### src/rtl/irq_pkg.sv
package irq_pkg;
  localparam int unsigned IRQ_DATA_W = 32;
  localparam logic [IRQ_DATA_W-1:0] IRQ_IMPL_MASK = 32'h4000_007F;

  typedef enum logic [1:0] {
    SEL_STATUS = 2'd0,
    SEL_EN_SET = 2'd1,
    SEL_EN_CLR = 2'd2,
    SEL_NONE   = 2'd3
  } irq_sel_e;
endpackage

### src/rtl/irq_status_bank.sv
module irq_status_bank #(
  parameter int unsigned DATA_W = 32,
  parameter logic [DATA_W-1:0] IMPL_MASK = '1
) (
  input  logic              clk_i,
  input  logic              rst_ni,
  input  logic              clr_en_i,
  input  logic [DATA_W-1:0] clr_bits_i,
  input  logic [DATA_W-1:0] event_i,
  output logic [DATA_W-1:0] status_o
);
  for (genvar i = 0; i < DATA_W; i++) begin : g_bit
    if (IMPL_MASK[i]) begin : g_flop
      logic bit_q;
      always_ff @(posedge clk_i or negedge rst_ni) begin
        if (!rst_ni) bit_q <= 1'b0;
        // event has priority over a same-cycle clear
        else if (event_i[i]) bit_q <= 1'b1;
        else if (clr_en_i && clr_bits_i[i]) bit_q <= 1'b0;
      end
      assign status_o[i] = bit_q;
    end else begin : g_tie
      assign status_o[i] = 1'b0;
    end
  end
endmodule

### src/rtl/irq_mask_reg.sv
module irq_mask_reg #(
  parameter int unsigned DATA_W = 32
) (
  input  logic              clk_i,
  input  logic              rst_ni,
  input  logic              set_en_i,
  input  logic              clr_en_i,
  input  logic [DATA_W-1:0] wdata_i,
  output logic [DATA_W-1:0] mask_o
);
  localparam logic [DATA_W-1:0] RstVal = {1'b1, {(DATA_W-1){1'b0}}};

  logic [DATA_W-1:0] mask_q;

  always_ff @(posedge clk_i or negedge rst_ni) begin
    if (!rst_ni) mask_q <= RstVal;
    else if (set_en_i) mask_q <= mask_q | wdata_i;
    else if (clr_en_i) mask_q <= mask_q & ~wdata_i;
  end

  assign mask_o = mask_q;
endmodule

### src/rtl/irq_level_gen.sv
module irq_level_gen #(
  parameter int unsigned DATA_W = 32
) (
  input  logic              clk_i,
  input  logic              rst_ni,
  input  logic [DATA_W-1:0] status_i,
  input  logic [DATA_W-1:0] mask_i,
  output logic              irq_o
);
  localparam int unsigned MasterBit = DATA_W - 1;

  logic pending;
  logic irq_q;

  assign pending = |(status_i[MasterBit-1:0] & mask_i[MasterBit-1:0]);

  always_ff @(posedge clk_i or negedge rst_ni) begin
    if (!rst_ni) irq_q <= 1'b0;
    else irq_q <= mask_i[MasterBit] & pending;
  end

  assign irq_o = irq_q;
endmodule

### src/rtl/irq_status_ctrl.sv
module irq_status_ctrl
  import irq_pkg::*;
#(
  parameter int unsigned DATA_W = IRQ_DATA_W,
  parameter logic [DATA_W-1:0] IMPL_MASK = IRQ_IMPL_MASK
) (
  input  logic              clk_i,
  input  logic              rst_ni,
  input  logic              we_i,
  input  logic [1:0]        sel_i,
  input  logic [DATA_W-1:0] wdata_i,
  output logic [DATA_W-1:0] rdata_o,
  input  logic [DATA_W-1:0] event_i,
  output logic              irq_o
);
  irq_sel_e sel;
  logic wr_status, wr_set, wr_clr;
  logic [DATA_W-1:0] status_w, mask_w;

  assign sel       = irq_sel_e'(sel_i);
  assign wr_status = we_i && (sel == SEL_STATUS);
  assign wr_set    = we_i && (sel == SEL_EN_SET);
  assign wr_clr    = we_i && (sel == SEL_EN_CLR);

  irq_status_bank #(.DATA_W(DATA_W), .IMPL_MASK(IMPL_MASK)) u_status (
    .clk_i, .rst_ni,
    .clr_en_i  (wr_status),
    .clr_bits_i(wdata_i),
    .event_i,
    .status_o  (status_w)
  );

  irq_mask_reg #(.DATA_W(DATA_W)) u_mask (
    .clk_i, .rst_ni,
    .set_en_i(wr_set),
    .clr_en_i(wr_clr),
    .wdata_i,
    .mask_o  (mask_w)
  );

  irq_level_gen #(.DATA_W(DATA_W)) u_level (
    .clk_i, .rst_ni,
    .status_i(status_w),
    .mask_i  (mask_w),
    .irq_o
  );

  always_comb begin
    unique case (sel)
      SEL_STATUS: rdata_o = status_w;
      SEL_EN_SET: rdata_o = mask_w;
      SEL_EN_CLR: rdata_o = ~mask_w;
      default:    rdata_o = '0;
    endcase
  end
endmodule

### config.mk
export PLATFORM = sky130hd
export DESIGN_NAME = irq_status_ctrl
export DESIGN_NICKNAME = d
export VERILOG_FILES = /design/src/rtl/irq_pkg.sv /design/src/rtl/irq_status_bank.sv /design/src/rtl/irq_mask_reg.sv /design/src/rtl/irq_level_gen.sv /design/src/rtl/irq_status_ctrl.sv
export SDC_FILE = /design/constraint.sdc
export NUM_CORES = 1
export LEC_CHECK = 0
export ABC_AREA = 1
export BUFFER_PORTS_ARGS = -buffer_cell sky130_fd_sc_hd__buf_2
export CORE_ASPECT_RATIO = 2
export CORE_MARGIN = 2
export CORE_UTILIZATION = 35
export CTS_BUF_LIST = sky130_fd_sc_hd__clkbuf_4
export CTS_CLUSTER_SIZE = 25
export DETAILED_ROUTE_END_ITERATION = 10
export PLACE_DENSITY = 0.63
export SETUP_SLACK_MARGIN = 0.2
export SLEW_MARGIN = 10
export SYNTH_ARGS = -nofsm -noshare
export SYNTH_HDL_FRONTEND = slang
export SYNTH_SLANG_ARGS = --single-unit
### constraint.sdc
create_clock -name clk_i -period 4.05 [get_ports clk_i]
set_input_delay 1.215 -clock clk_i [delete_from_list [all_inputs] [get_ports clk_i]]
set_output_delay 1.215 -clock clk_i [all_outputs]
set_load 0.05 [all_outputs]
* Yosys cells after proc, flatten, opt, wreduce, memory -nomap -nowiden
Cells that the tools add are included.
** Storage, ports and cells
- Register bits :: 41
- Input bits :: 69
- Output and inout bits :: 33
- Word-level logic and storage cells :: 59
** Cells by class
- Equal/unequal tests :: 2
- Multiplexer cells :: 19
- Bitwise operators :: 6
- Reduce and logical (&&, ||, !) cells :: 22
** Operators with widths (count)
- $pmux W32 S3 :: 1
- $mux W32 :: 2
- $not A32 Y32 :: 2
- $and A32 B32 Y32 :: 1
- $or A32 B32 Y32 :: 1
- $and A31 B31 Y31 :: 1
- $reduce_or A31 Y1 :: 1
- $reduce_bool A2 Y1 :: 9
- $mux W1 :: 16
- $logic_and A1 B1 Y1 :: 11
- $eq A2 B1 Y1 const B :: 1
- $eq A2 B2 Y1 const B :: 1
- $logic_not A2 Y1 :: 1
- $and A1 B1 Y1 :: 1

* Logic depth before layout (Yosys ltp)
Gate-level depths: netlist (run 1).
- Depth in word-level cells :: 5
- Depth in mapped cells :: 6
- Depth with buffers taken out :: 4

* Modules after synthesis
Synthesis (run 1) repeated with hierarchy kept, for this count alone.
** Unflattened totals
- Cell total of the unflattened synthesis :: 514
- Area total of the unflattened synthesis :: 3199.3 sq um
** Modules (own cells, without submodules)
- irq_mask_reg :: times used 1, cells an instance 166, area each 1338.8 sq um, seq. area each 802.0 sq um
- irq_status_ctrl :: times used 1, cells an instance 210, area each 1028.5 sq um, seq. area each 0.0 sq um
- irq_status_bank :: times used 1, cells an instance 74, area each 569.3 sq um, seq. area each 200.2 sq um
- irq_level_gen :: times used 1, cells an instance 64, area each 262.8 sq um, seq. area each 25.0 sq um

* Worst setup path before layout (run 1)
Ideal clock, no wire load.
- Path kind :: input -> output
- From :: in sel_i[0]
- To :: out rdata_o[10]
- Arrival time :: 2.807 ns
- Data required time :: 2.835 ns
- Slack :: 0.028 ns
- Stages :: 5
- Path buffers :: 2
- Path through :: inv_1 > buf_4 > nand2_1 > clkbuf_1 > o21ai_0
** Between the ends
- Cells in the longest elaborated chain, start to end :: 2
- Elaborated cells on any way between the ends :: 4
- Classes of those cells :: 2 x eq/ne; 1 x mux; 1 x reduce/logical
** Ends and longest elaborated chain
- start: declaration :: RTL line irq_status_ctrl.sv:10 : input logic [1:0] sel_i,
- $eq A2 B2 Y1, or another cell as far along :: RTL line irq_status_ctrl.sv:49 : unique case (sel)
- $pmux W32 S3 * :: RTL line irq_status_ctrl.sv:49
- end: declaration :: RTL line irq_status_ctrl.sv:12 : output logic [DATA_W-1:0] rdata_o,
Every way passes the cells marked *; elsewhere a longest branch is shown, timed or not.

* Final worst setup path (run 1)
- From :: in sel_i[1]
- To :: out rdata_o[24]
The elaborated chain is that of the path after synthesis.

==> results.cfg, run 1 <==
[run_status]
status = complete, no violations

[logic_synthesis]
synth.top_cell.area_share_pct = 46.4
synth.yosys.seq_area_share_pct = 47.6
synth_common_cells = nand2_1 (109), o21ai_0 (64), inv_1 (42), dfrtp_1 (40), nor2_1 (11)
synthTopCellsByArea = dfrtp_1 (46%), nand2_1 (19%), o21ai_0 (15%)
syn_area_mm2 = 0.00216
synth_enable_flop_cells = 0
synthMostInstantiatedCell = nand2_1
synth_cell_types = 15
netlist_instances = 300
ys_async_sr_fraction_pct = 100
syn_area_per_cell_um2 = 7.19
yosys_warnings = 0
ys.flop_type = dfrtp_1
yosys.area.top_type = dfrtp_1
ys_ff_latch = 41
syn_nets = 369

[critical_path]
startpoint = sel_i[1]
cp.arrival_ns = 2.33
reg2reg_setup_slack_ns = 3.22
crit_path_end_kind = primary output
r2r-end = u_level.irq_o
startpoint_type = input pin
r2r_cells = 4
worstPathMaxFanout = 24
crit_type = in -> out
cp.required_ns = 2.83

[power]
internal_power_mw = 0.653
combPwrFrac_pct = 35.3
p_sw_mw = 0.473
power.density_mw_per_mm2 = 422
total_power_mw = 1.13
seq_power_share_pct = 46.2
p_leak_nw = 1.53
clockPowerShare_pct = 18.5
ir_drop_mv = 0.236
p_sw_share_pct = 42.0

[global_routing]
grt_pass1_vias = 1940
grt_start_max_net_pins = 42
gr-total-overflow = 0
track_usage_pct = 17.0
grt_pass1_wl_mm = 8.76
antenna_found_initial = 0

[die]
dieArea_mm2 = 0.00685
coreArea_mm2 = 0.00601
die_x_um = 59.5
start_util_pct = 35.9
rows = 40
die_h_um = 115
io_pins = 102

[placement]
place_ws_ns = 0.494
place_congestion = 0.758
port_buffers = 77
place_area_mm2 = 0.00261
dpl.hpwl_mm = 3.90
dp_cells = 434

[worst_hold_path]
min_to = u_level.irq_o
holdPathStages = 2
worstHoldPathType = reg -> reg

[clock_network]
h-tree-depth = 2
insertion_delay_ns = 0.35
cts.sinks = 41
clk_pin_slew_ns = 0.12
root_buffer = clkbuf_4
cts_hold_buf = 0
cts.repair.resized = 0
post-cts-setup-buffer-count = 0
cts-buffers-inserted = 5
cts_tree = done
cts_max_path_buffers = 2

[sta]
finalCritPeriodShare_pct = 87.4
fin_crit_ns = 3.54
fin_skew_ns = 0.00933
report.final.slew_viol_count = 0
fin_tns_setup_ns = 0
finalSetupViolations = 0
finalHoldViolCount = 0
hold_slack_ns = 0.493
fmax_ghz = 0.282
worst_slack_ns = 0.508
tightest_slew_ns = 0.934
slew_headroom_pct = 37.7
rsz0062_at_grt = false

[finish]
post-route-util_pct = 44.4
fin_nets = 447
fillers = 650
multi_input_area_um2 = 920
insertedDiodeCount = 0
final_cell_area_mm2 = 0.00267
drive_gt1_share_pct = 25.3
finalNonFillerCells = 442
syn2layout_area_growth_pct = 23.7
area.sequential_mm2 = 0.00103

[detailed_routing]
initialDrtViolationCount = 54
routed_wl_mm = 5.38
viasPerCell = 4.73
antenna_left = 0
via_count = 2090
wire_per_inst_um = 12.2
first_pass_iters = 4
drc = 0

[job]
max_cap_viol_count = 0
-- layout by cell type (no fill, tap or decap), drive strengths merged --
master	instances
dfstp	1
nor2	12
buf	83
nor3b	1
o21bai	8
a21oi	9
inv	42
nand3	1
dfrtp	40
nand2	110
o21ai	64
clkbuf	6
clkinv	2
-- kinds of logic (layout without fill, tap and decap cells) --
group	Yosys count	after routing	share of synthesized area [%]
DFF	41	41	47.6
buffers and inverters	54	133	10.2
and+or+nand+nor	124	124	22.5
AOI/OAI and AO/OA	81	81	19.7
-- power groups by stage --
stage          Sequential (mW)  Clock, mW  Combinational, mW
2_1_floorplan            0.527          0              0.291
3_3_place_gp             0.527          0              0.398
3_5_place_dp             0.531          0              0.403
4_1_cts                  0.522      0.221              0.404
5_1_grt                  0.534      0.235              0.437
6_report                 0.521      0.208              0.397
-- per-layer routing --
metal  part of all wire (%)  vias to the layer above  global-route usage (%)
met1                     39                      944                    18.3
met4                    1.7                        0                    6.22
met5                      0                        -                       0
li1                       -                     1092                       -
met3                    4.1                        5                    3.49
met2                     55                       49                    31.2
-- worst max path at each step --
stage                  endpoint  slack [ns]  depth (start not counted)
floorplan           rdata_o[10]        0.03                          5
global placement    rdata_o[29]        0.48                          5
detailed placement  rdata_o[24]        0.49                          5
CTS                 rdata_o[24]        0.49                          5
global route        rdata_o[29]        0.39                          6
finish              rdata_o[24]        0.51                          5
-- critical path, cell delays in order --
cell     delay (ns)
buf_2          0.27
nand2_1        0.09
buf_4          0.22
o21ai_0        0.22
buf_2          0.30
-- area by class of cell --
class / count / share of cell area, %
Clock inverter: 2 / 0.375
Multi-Input combinational cell: 205 / 34.5
Clock buffer: 6 / 1.69
Tap cell: 63 / 2.95
Sequential cell: 41 / 38.5
Timing Repair Buffer: 83 / 16.1
Inverter: 42 / 5.91
Note: power is estimated with default switching activity, not from simulation.
==> run 2, diff against run 1 <==
CTS_BUF_LIST = default   (was sky130_fd_sc_hd__clkbuf_4)
PLACE_DENSITY = 0.66   (was 0.63)
clock period = 3.05 ns   (was 4.05 ns; I/O delays follow)
==> run 2 against run 1 <==
Net effect:
- die area stayed put
- via count up 0.57%
- wire length increased by 0.91%
- total power grew 57%
- cell area up 6.4%
- sequential power is 34% higher
- setup slack got worse by 0.24 ns
- combinational power up 39%
- clock power grew to 2.5 times the previous value
- clock skew down 0.0084 ns
- clock-buffer cell count up 2
- critical path depth up 1
==> results.cfg, run 2 (synthesis results as in run 1) <==
[detailed_routing]
wire_per_inst_um = 12.2
viasPerCell = 4.71
antenna_left = 0
routed_wl_mm = 5.43
drc = 0
initialDrtViolationCount = 108
first_pass_iters = 6
via_count = 2102

[critical_path]
crit_chain = buf_2, inv_1, nand2_1, buf_4, o21ai_1, buf_2
cp_slowest_cell = buf_2
crit_path_frequent_cell = buf_2
cp.required_ns = 2.13
cpPeakStageDelay_ns = 0.28
startpoint = sel_i[0]
cp_num_buf_inv = 4
cp.arrival_ns = 1.86
crit_path_end_kind = primary output
startpoint_type = input pin
crit_type = in -> out
path_delay_family = buffers and inverters
worstPathMaxFanout = 24

[sta]
finalCritPeriodShare_pct = 91.1
fmax_ghz = 0.360
slew_headroom_pct = 37.7
report.final.slew_viol_count = 0
worst_slack_ns = 0.272
fin_skew_ns = 0.000958
rsz0062_at_grt = false
finalHoldViolCount = 0
finalSetupViolations = 0
tightest_slew_ns = 0.934
fin_crit_ns = 2.78
hold_slack_ns = 0.485

[finish]
finalNonFillerCells = 446
multi_input_area_um2 = 950
final_common_cell = nand2_1
syn2layout_area_growth_pct = 31.6
final_cell_area_mm2 = 0.00284
post-route-util_pct = 47.3
fillers = 603
insertedDiodeCount = 0
layout_common_cells = nand2_1 (109), buf_2 (74), inv_1 (42), o21ai_0 (40), dfrtp_1 (40)
drive_gt1_share_pct = 27.7
fin_nets = 451
area.sequential_mm2 = 0.00103

[clock_network]
cts_max_path_buffers = 2
cts_hold_buf = 0
post-cts-setup-buffer-count = 0
clk_pin_slew_ns = 0.06
cts.sinks = 41
root_buffer = clkbuf_16
cts-buffers-inserted = 5
insertion_delay_ns = 0.28
h-tree-depth = 2
cts_tree = done

[global_routing]
antenna_found_initial = 0
grt_start_max_net_pins = 42
grt_pass1_vias = 1992
track_usage_pct = 17.0
gr-total-overflow = 0
grt_pass1_wl_mm = 8.76

[die]
io_pins = 102
start_util_pct = 35.9
die_h_um = 115
coreArea_mm2 = 0.00601
rows = 40
dieArea_mm2 = 0.00685
die_x_um = 59.5

[job]
max_cap_viol_count = 0

[placement]
place_ws_ns = 0.241
place_congestion = 0.767
port_buffers = 77
dpl.hpwl_mm = 3.91
dp_cells = 438
place_area_mm2 = 0.00269

[worst_hold_path]
worstHoldPathType = reg -> reg

[power]
ir_drop_mv = 0.318
power.density_mw_per_mm2 = 623
p_leak_nw = 1.59

[run_status]
status = complete, no violations
run 2: cell types whose count changed in the layout (fill, tap and decap cells not counted), sizes merged:
cell,before,now
clkbuf,6,10
buf,83,85
clkinv,2,0
run 2: tightest hold or removal path, delay by kind of cell, from the launching register on:
kind | cells | cell delay (ns)
AOI/OAI and AO/OA | 1 | 0.06
DFF | 1 | 0.37
and+or+nand+nor | 1 | 0.05
run 2: per-layer routing:
| layer | track usage (%) | part of all wire (%) | vias up |
|---|---|---|---|
| met5 | 0 | 0 | - |
| met4 | 5.78 | 1.7 | 0 |
| met3 | 4.16 | 4.1 | 6 |
| met2 | 32.7 | 58 | 44 |
| met1 | 16.8 | 36 | 959 |
| li1 | - | - | 1093 |
run 2: path summary, 6_finish.rpt:
path	end	depth (start not counted)	slack, ns
hold reg to reg	register	2	0.48
max in group asynchronous	asynchronous set/reset pin	1	1.69
min in group asynchronous	u_status.g_bit[5].g_flop.bit_q	1	0.77
hold / removal	register	2	0.48
setup / recovery	rdata_o[26]	6	0.27
setup reg to reg	u_level.irq_o	4	2.20
run 2: where the power goes:
| group | internal, mW | switching (mW) | total (mW) |
|---|---|---|---|
| Clock | 0.326 | 0.197 | 0.523 |
| Combinational | 0.152 | 0.398 | 0.550 |
| Sequential | 0.636 | 0.0612 | 0.697 |
| Total | 1.11 | 0.656 | 1.77 |
run 2: final cells by class:
cell class | instances | share of cell area [%]
clock buffer | 8 | 5.15
multi-input combinational | 205 | 33.4
inverter | 42 | 5.55
timing repair buffer | 87 | 16.9
tap | 63 | 2.78
sequential | 41 | 36.2
run 2: timing repair:
item                                    in CTS  in global routing
resized for setup                            0                  4
hold endpoints to repair                     0                  0
endpoints found under the setup margin       0                  3
run 2: through the flow:
stage	setup TNS (ns)	total power [mW]
after floorplan	-1.11	1.10
after global placement	0	1.25
after detailed placement	0	1.26
after CTS	0	1.80
after global routing	0	1.87
final	0	1.77
